===== src/rtl/pgrab_pkg.sv =====
package pgrab_pkg;
  localparam int OFF_W  = 9;
  localparam int QUAD_W = 2;
  localparam int CODE_W = OFF_W + QUAD_W;

  typedef logic [CODE_W-1:0] pix_code_t;

  typedef struct packed {
    logic field_hit;
    logic line_hit;
    logic pix_hit;
  } hit_t;

  typedef enum logic [1:0] {
    SRC_OFF,
    SRC_PIXEL,
    SRC_ALL,
    SRC_EXT
  } grab_src_e;
endpackage


===== src/rtl/pg_pix_count.sv =====
module pg_pix_count import pgrab_pkg::*; #(
  parameter int STS_W = 12
) (
  input  logic             clk,
  input  logic             rst,
  input  logic             hsync_i,
  input  logic [STS_W-1:0] sts_i,
  output pix_code_t        code_o,
  output logic             sol_o
);
  logic              hs_d;
  logic              hs_rise;
  logic [STS_W-1:0]  sts_q;
  logic [QUAD_W-1:0] quad_q;
  logic [OFF_W-1:0]  off_q;

  // First offset of a quadrant: 512 minus the quadrant size.
  function automatic logic [OFF_W-1:0] first_off(input logic [STS_W-1:0] s);
    logic [STS_W-1:0] d;
    d = STS_W'(512) - (s >> 2);
    return d[OFF_W-1:0];
  endfunction

  assign hs_rise = hsync_i & ~hs_d;

  always_ff @(posedge clk) begin
    if (rst) hs_d <= 1'b0;
    else     hs_d <= hsync_i;
  end

  always_ff @(posedge clk) begin
    if (rst || hs_rise) begin
      sts_q  <= sts_i;
      quad_q <= '0;
      off_q  <= first_off(sts_i);
    end else if (off_q == '1 && quad_q != '1) begin
      quad_q <= quad_q + 2'd1;
      off_q  <= first_off(sts_q);
    end else begin
      off_q  <= off_q + 9'd1;
    end
  end

  assign code_o = {quad_q, off_q};
  assign sol_o  = hs_rise;

  AST_QUAD_STEP: assert property (@(posedge clk) disable iff (rst)
    (!hs_rise && off_q == '1 && quad_q != '1) |=> (quad_q == $past(quad_q) + 2'd1 && off_q == first_off(sts_q)));
  AST_SYNC_RESTART: assert property (@(posedge clk) disable iff (rst)
    hs_rise |=> (quad_q == '0 && sts_q == $past(sts_i)));
endmodule


===== src/rtl/pg_line_field.sv =====
module pg_line_field #(
  parameter int LINE_W  = 10,
  parameter int FIELD_W = 3
) (
  input  logic               clk,
  input  logic               rst,
  input  logic               sol_i,
  input  logic               field_start_i,
  input  logic [FIELD_W-1:0] field_last_i,
  output logic [LINE_W-1:0]  line_o,
  output logic [FIELD_W-1:0] field_o
);
  logic [LINE_W-1:0]  line_q;
  logic [FIELD_W-1:0] field_q;

  always_ff @(posedge clk) begin
    if (rst || field_start_i) line_q <= '0;
    else if (sol_i)           line_q <= line_q + 1'b1;
  end

  always_ff @(posedge clk) begin
    if (rst) field_q <= '0;
    else if (field_start_i)
      field_q <= (field_q == field_last_i) ? '0 : field_q + 1'b1;
  end

  assign line_o  = line_q;
  assign field_o = field_q;

  AST_LINE_CLEAR: assert property (@(posedge clk) disable iff (rst)
    field_start_i |=> (line_q == '0));
  AST_LINE_HOLD: assert property (@(posedge clk) disable iff (rst)
    (!field_start_i && !sol_i) |=> $stable(line_q));
  AST_FIELD_WRAP: assert property (@(posedge clk) disable iff (rst)
    (field_start_i && field_q == field_last_i) |=> (field_q == '0));
  AST_FIELD_HOLD: assert property (@(posedge clk) disable iff (rst)
    !field_start_i |=> $stable(field_q));
endmodule


===== src/rtl/pg_ext_trig.sv =====
module pg_ext_trig #(
  parameter int SYNC_STAGES = 2
) (
  input  logic clk,
  input  logic rst,
  input  logic trig_i,
  output logic fall_o
);
  localparam int DEPTH = SYNC_STAGES + 1;

  logic [DEPTH-1:0] sh_q;

  always_ff @(posedge clk) begin
    if (rst) sh_q <= '1;
    else     sh_q <= {sh_q[DEPTH-2:0], trig_i};
  end

  // Oldest stage still high, newest synchronised stage low.
  assign fall_o = sh_q[DEPTH-1] & ~sh_q[DEPTH-2];

  AST_FALL_SINGLE: assert property (@(posedge clk) disable iff (rst)
    fall_o |=> !fall_o);
endmodule


===== src/rtl/pixel_grab_gen.sv =====
module pixel_grab_gen import pgrab_pkg::*; #(
  parameter int STS_W   = 12,
  parameter int LINE_W  = 10,
  parameter int FIELD_W = 3
) (
  input  logic               clk,
  input  logic               rst,
  input  logic               hsync_i,
  input  logic               field_start_i,
  input  logic [STS_W-1:0]   sts_i,
  input  logic [CODE_W-1:0]  pix_target_i,
  input  logic [LINE_W-1:0]  line_target_i,
  input  logic [FIELD_W-1:0] field_target_i,
  input  logic [FIELD_W-1:0] field_last_i,
  input  logic               gate_all_i,
  input  logic               grab_en_i,
  input  logic               ext_mode_i,
  input  logic               ext_trig_i,
  output logic               grab_o,
  output logic [2:0]         match_status_o
);
  pix_code_t          code;
  logic               sol;
  logic [LINE_W-1:0]  line_cnt;
  logic [FIELD_W-1:0] field_cnt;
  logic               ext_fall;
  hit_t               hit;
  grab_src_e          src;
  logic               grab_next;
  logic               grab_q;
  hit_t               status_q;

  pg_pix_count #(.STS_W(STS_W)) u_pix (
    .clk     (clk),
    .rst     (rst),
    .hsync_i (hsync_i),
    .sts_i   (sts_i),
    .code_o  (code),
    .sol_o   (sol)
  );

  pg_line_field #(.LINE_W(LINE_W), .FIELD_W(FIELD_W)) u_lf (
    .clk           (clk),
    .rst           (rst),
    .sol_i         (sol),
    .field_start_i (field_start_i),
    .field_last_i  (field_last_i),
    .line_o        (line_cnt),
    .field_o       (field_cnt)
  );

  pg_ext_trig #(.SYNC_STAGES(2)) u_ext (
    .clk    (clk),
    .rst    (rst),
    .trig_i (ext_trig_i),
    .fall_o (ext_fall)
  );

  always_comb begin
    hit.pix_hit   = (code == pix_target_i);
    hit.line_hit  = (line_cnt == line_target_i);
    hit.field_hit = (field_cnt == field_target_i);
  end

  always_comb begin
    if (ext_mode_i)      src = SRC_EXT;
    else if (!grab_en_i) src = SRC_OFF;
    else if (gate_all_i) src = SRC_ALL;
    else                 src = SRC_PIXEL;
  end

  always_comb begin
    unique case (src)
      SRC_EXT:   grab_next = ext_fall;
      SRC_ALL:   grab_next = hit.pix_hit & hit.line_hit & hit.field_hit;
      SRC_PIXEL: grab_next = hit.pix_hit;
      default:   grab_next = 1'b0;
    endcase
  end

  always_ff @(posedge clk) begin
    if (rst) begin
      grab_q   <= 1'b0;
      status_q <= '0;
    end else begin
      grab_q   <= grab_next;
      status_q <= hit;
    end
  end

  assign grab_o         = grab_q;
  assign match_status_o = status_q;

  AST_ALL_GATE: assert property (@(posedge clk) disable iff (rst)
    (gate_all_i && grab_en_i && !ext_mode_i) |=> (grab_o == (&match_status_o)));
  AST_PIX_ONLY: assert property (@(posedge clk) disable iff (rst)
    (!gate_all_i && grab_en_i && !ext_mode_i) |=> (grab_o == match_status_o[0]));
  AST_DISABLED_QUIET: assert property (@(posedge clk) disable iff (rst)
    (!grab_en_i && !ext_mode_i) |=> !grab_o);
  AST_RESET_CLEAR: assert property (@(posedge clk)
    rst |=> (!grab_o && match_status_o == 3'b000));
endmodule


===== config.mk =====
export PLATFORM = sky130hd
export DESIGN_NAME = pixel_grab_gen
export DESIGN_NICKNAME = d
export VERILOG_FILES = /design/src/rtl/pgrab_pkg.sv /design/src/rtl/pg_pix_count.sv /design/src/rtl/pg_line_field.sv /design/src/rtl/pg_ext_trig.sv /design/src/rtl/pixel_grab_gen.sv
export SDC_FILE = /design/constraint.sdc
export NUM_CORES = 1
export LEC_CHECK = 0
export ABC_AREA = 0
export CAP_MARGIN = 40
export CORE_MARGIN = 2
export CORE_UTILIZATION = 44
export CTS_BUF_LIST = sky130_fd_sc_hd__clkbuf_4 sky130_fd_sc_hd__clkbuf_8
export CTS_CLUSTER_DIAMETER = 150
export CTS_CLUSTER_SIZE = 8
export DETAILED_ROUTE_END_ITERATION = 7
export HOLD_SLACK_MARGIN = 0.1
export PLACE_DENSITY = 0.68
export SLEW_MARGIN = 25
export SYNTH_ARGS = -nofsm -noshare
export SYNTH_HDL_FRONTEND = slang
export SYNTH_SLANG_ARGS = --single-unit

===== constraint.sdc =====
create_clock -name clk -period 3.1 [get_ports clk]
set_input_delay 0.62 -clock clk [delete_from_list [all_inputs] [get_ports clk]]
set_output_delay 0.62 -clock clk [all_outputs]
set_load 0.02 [all_outputs]

; After elaboration in Yosys (flattened, before gate mapping)
; Index checks and enable logic that the tools add are counted.
[op_classes]
addsub = 6
eq_ne = 9
n_mux = 7
bitwise_logic = 6
n_reduce_logical = 3
[op_table]
columns = cell, n
row1 = $mux 9, 2
row2 = $sub 1x9->9 const A, 2
row3 = $eq 11x11->1, 1
row4 = $add 10x1->10 const B, 1
row5 = $eq 10x10->1, 1
row6 = $add 9x1->9 const B, 1
row7 = $eq 9x9->1 const B, 1
row8 = $eq 3x3->1, 2
row9 = $mux 2, 3
row10 = $and 1x1->1, 4
row11 = $eq 2x2->1 const B, 2
row12 = $add 3x1->3 const B, 1
row13 = $mux 3, 1
row14 = $pmux 1 s3, 1
row15 = $add 2x1->2 const B, 1
row16 = $eq 2x1->1 const B, 1
row17 = $logic_or 1x1->1, 2
row18 = $ne 2x2->1 const B, 1
row19 = $not 1->1, 2
row20 = $logic_and 1x1->1, 1
[word_totals]
reg_bits = 43
inputBits = 47
out_inout_bits = 4
elab_cells = 42

; Longest topological paths before layout
[depth]
depth_word = 5
depth_mapped = 9
ltp_nobuf = 8

; Hierarchy
; Synthesis repeated with hierarchy kept, for this count alone.
[unflattened]
hier_cells = 245
hier_area_um2 = 2289.7
[by_module_without_submodules]
columns = module, n_inst, cells_each, area_each_um2, seq_area_each_um2
row1 = pg_pix_count, 1, 123, 1173.6, 510.5
row2 = pg_line_field, 1, 72, 646.9, 260.2
row3 = pixel_grab_gen, 1, 43, 384.1, 80.1
row4 = pg_ext_trig, 1, 7, 85.1, 60.1

; Worst setup path before layout
; No wires, ideal clock.
[synth_path]
kind = input to register
start = input sts_i[2]
end = register u_pix.off_q[8]
setup_time_ns = 0.086
arrival_time_ns = 1.860
required_ns = 3.014
slack_ns = 1.154
cell_stages = 6
n_path_buf = 0
cell_sequence = inv_1 > ha_1 > nand2b_1 > or4b_2 > mux2i_1 > a211oi_1
[synth_between]
elab_chain_cells = 2
[synth_rtl]
columns = item, line_no
row1 = from (decl), pixel_grab_gen.sv:10  ; input logic [STS_W-1:0] sts_i,
row2 = $sub 1x9->9, pg_pix_count.sv:20  ; d = STS_W'(512) - (s >> 2);
row3 = $mux 9, pg_pix_count.sv:32  ; if (rst || hs_rise) begin
row4 = to (signal assigned), pg_pix_count.sv:35  ; off_q <= first_off(sts_i);
row5 = to (signal assigned), pg_pix_count.sv:38  ; off_q <= first_off(sts_q);
row6 = to (signal assigned), pg_pix_count.sv:40  ; off_q <= off_q + 9'd1;
row7 = to (decl), pg_pix_count.sv:15  ; logic [OFF_W-1:0] off_q;
; Every way passes these cells.
; A chain may end at the register's enable or synchronous reset.

; Final worst setup path
; Ends and elaborated chain as after synthesis.

==> metrics.md <==
| Metric | Value |
|---|---|
| Post-synth cell types | 43 |
| Hold Path Class | reg -> reg |
| CTS resizes | 0 |
| Final setup violation count | 0 |
| WL met3 | 175 um |
| Worst-Skew Late Latency | 0.30 ns |
| Fmax | 0.435 GHz |
| Largest stage delay on the critical path | 0.69 ns |
| Wire length per cell | 12.5 um |
| Clk_skew | 0.00739 ns |
| Yosys top cell by area | dfxtp_1 |
| Ports | 51 |
| RR Endpoint | u_pix.off_q[5] |
| First-pass GRT wire length | 7190 um |
| Max FO, Critical Path | 5 |
| Inserted Clock Buffers | 5 |
| Initial Util | 0.450 |
| Crit end category | register |
| Antenna viol nets, final | 0 |
| CTS Buffer Depth | 2 |
| Synth top area cells | dfxtp_1, xor2_1, edfxtp_1 |
| Top FF cell, synth | dfxtp_1 |
| Largest net degree at the start of global routing | 20 |
| Status | finished, final reports clean |
| Global Route Usage Sum | 0.167 |
| Seq cells post-synth | 41 |
| Post-Syn Area | 0.00227 mm2 |
| Pwr per Cell Area | 449 mW/mm2 |
| Hpwl dp | 3590 um |
| Top Layer Used | met4 |
| WHS Path Cells | 1 |
| Asr flop ratio synth | 0 |
| Worst Hold Launch | u_ext.sh_q[0] |
| Horiz. Die Dim | 75.8 um |
| Least-Margin Pin Slew | 0.634 ns |
| Drt first pass iters | 4 |
| Avg Inst Size Synth | 9.26 um2 |
| Row count | 26 |
| Port bufs | 47 |
| Area Growth Syn to Fin | 31.0% |
| Post-Syn Nets | 299 |
| Ant. Diodes | 0 |
| M1 wire length | 2210 um |
| Synth top area share | 0.282 |
| DR WL met2 | 2150 um |
| Pins Over Slew Limit | 0 |
| Number of flops mapped to enable cells by yosys | 9 |
| # DRC | 0 |
| Clk root buf | clkbuf_8 |
| CTS H-tree lvls | 2 |
| Required time of the worst setup path | 3.32 ns |
| Worst R2R Start | u_pix.off_q[2] |
| Hold EP | u_ext.sh_q[1] |
| Hold Slack | 0.419 ns |
| Final Net Count | 352 |
| Worst vdd ir | 0.174 mV |
| CTS tree | done |
| Synthesized instance count | 245 |
| Die area | 0.00575 mm2 |
| Fin. Hold Viols | 0 |
| R2R Setup Slk | 1.14 ns |
| # clock sinks | 41 |
| Dpl cells | 361 |
| Cts hold-fix bufs | 0 |
| Crit path cell chain | clkdlybuf4s50_1 > inv_1 > ha_1 > nand2b_1 > or4b_2 > mux2i_1 > a211oi_1 |
| Core area | 0.00504 mm2 |
| Total Wirelength | 4600 um |
| Final Cycle Share | 0.742 |
| Vias | 1,860 |
| Final core occ | 0.590 |
| CP arrival | 2.52 ns |
| Die Y | 75.8 um |
| Vias in the first global route | 1,614 |
| Max Cap Violations | 0 |
| Setup TNS Final | 0 ns |
| Layout cells sized above 1 | 0.0769 |
| Nature of the critical path startpoint | input port |
| Static Leakage | 1.13 nW |
| Setup bufs post-CTS | 0 |
| GP Congestion | 0.796 |
| YS warnings | 0 |
| DR iter-0 viols | 44 |
| Final non-filler cell total | 369 |
| Reg2Reg Depth | 8 |
| GR Overflow Total | 0 |
| Drt via density | 5.04 |
| Crit path kind | in -> reg |
| Worst rel slew slack | 0.577 |
| Antenna violations before repair | 0 |
| RSZ-0062 raised after global routing | false |
| CP max stage cell | or4b_2 |
| Fin crit period | 2.30 ns |
| Sequential area share after synthesis | 0.401 |
| Clock transition at path regs | 0.09 ns |
[how the worst max path moves through the flow]
stage / cells past startpoint / start / to
after detailed placement: 7 / sts_i[2] / u_pix.off_q[8]
after global routing: 7 / sts_i[2] / u_pix.off_q[8]
after global placement: 7 / sts_i[2] / u_pix.off_q[8]
after floorplan: 6 / sts_i[2] / u_pix.off_q[8]
final: 7 / sts_i[2] / u_pix.off_q[8]
after CTS: 7 / sts_i[2] / u_pix.off_q[8]
[registers in the layout, indices dropped and copies added (netlist names)]
signal          cells
grab_o              1
u_pix.hs_d          1
u_pix.quad_q        2
u_ext.sh_q          3
u_pix.off_q         9
u_lf.line_o        10
u_lf.field_o        3
u_pix.sts_q         9
match_status_o      3
[synth_stat cells (3+ instances only)]
cell type / instances
a21oi_1: 9
a31oi_1: 3
and3_1: 3
clkbuf_1: 3
dfxtp_1: 32
edfxtp_1: 9
ha_1: 7
inv_1: 6
nand2_1: 17
nand2b_1: 5
nand3_1: 11
nand4_1: 6
nor2_1: 19
nor2b_1: 6
nor3_1: 8
nor4_1: 6
o211ai_1: 3
o21ai_0: 6
or2_2: 4
or3_1: 5
or4_4: 3
xnor2_1: 14
xor2_1: 33
[layout by cell type (no fill, tap or decap), drive strengths merged, types with 7 or more instances in the layout]
cell / instances
clkdlybuf4s50: 47
xor2: 33
dfxtp: 32
nor2: 20
nand2: 17
xnor2: 15
nand3: 11
a21oi: 9
edfxtp: 9
nor3: 8
ha: 7
inv: 7
o21ai: 7
[where the power goes]
group | switching, mW | internal, mW | total [mW]
logic | 0.0894 | 0.119 | 0.208
registers | 0.0330 | 0.577 | 0.610
clock network | 0.194 | 0.324 | 0.518
total | 0.317 | 1.02 | 1.34
[routing by layer]
metal	up-vias	track usage
met4	0	0.0526
met1	845	0.216
li1	978	-
met5	-	0
met2	30	0.276
met3	7	0.0397
[worst max-delay path: cells and delay by family]
| family | cells | cell delay, ns |
|---|---|---|
| AND/OR/NAND/NOR | 2 | 0.79 |
| buffers and inverters | 2 | 0.57 |
| AO/OA/AOI/OAI | 1 | 0.20 |
| adder cells (fa/ha/maj) | 1 | 0.19 |
| multiplexers | 1 | 0.15 |
[layout make-up]
type | count | area, um2
Fill cell | 462 | 2070
Multi-Input combinational cell | 193 | 1320
Sequential cell | 41 | 911
Timing Repair Buffer | 51 | 500
Tap cell | 70 | 87.6
Clock buffer | 5 | 68.8
Clock inverter | 3 | 68.8
Inverter | 6 | 22.5
[logic make-up (layout without fill, tap and decap cells)]
group	Yosys count	after routing	synth area share
buffers and inverters	11	65	0.0193
muxes	2	2	0.00882
xor gates and xnor gates	48	48	0.189
DFF	41	41	0.401
AOI/OAI and AO/OA	30	30	0.0816
adders and majority gates	7	7	0.0386
and+or+nand+nor	106	106	0.262
[through the flow]
step	setup WS [ns]	instance area [um2]	power [mW]
after floorplan	1.15	2270	0.732
after global placement	0.507	2840	0.830
after detailed placement	0.494	2840	0.832
after CTS	0.802	2970	1.35
after global routing	0.700	2970	1.40
final	0.801	2970	1.34
Note: power is estimated with default switching activity, not from simulation.
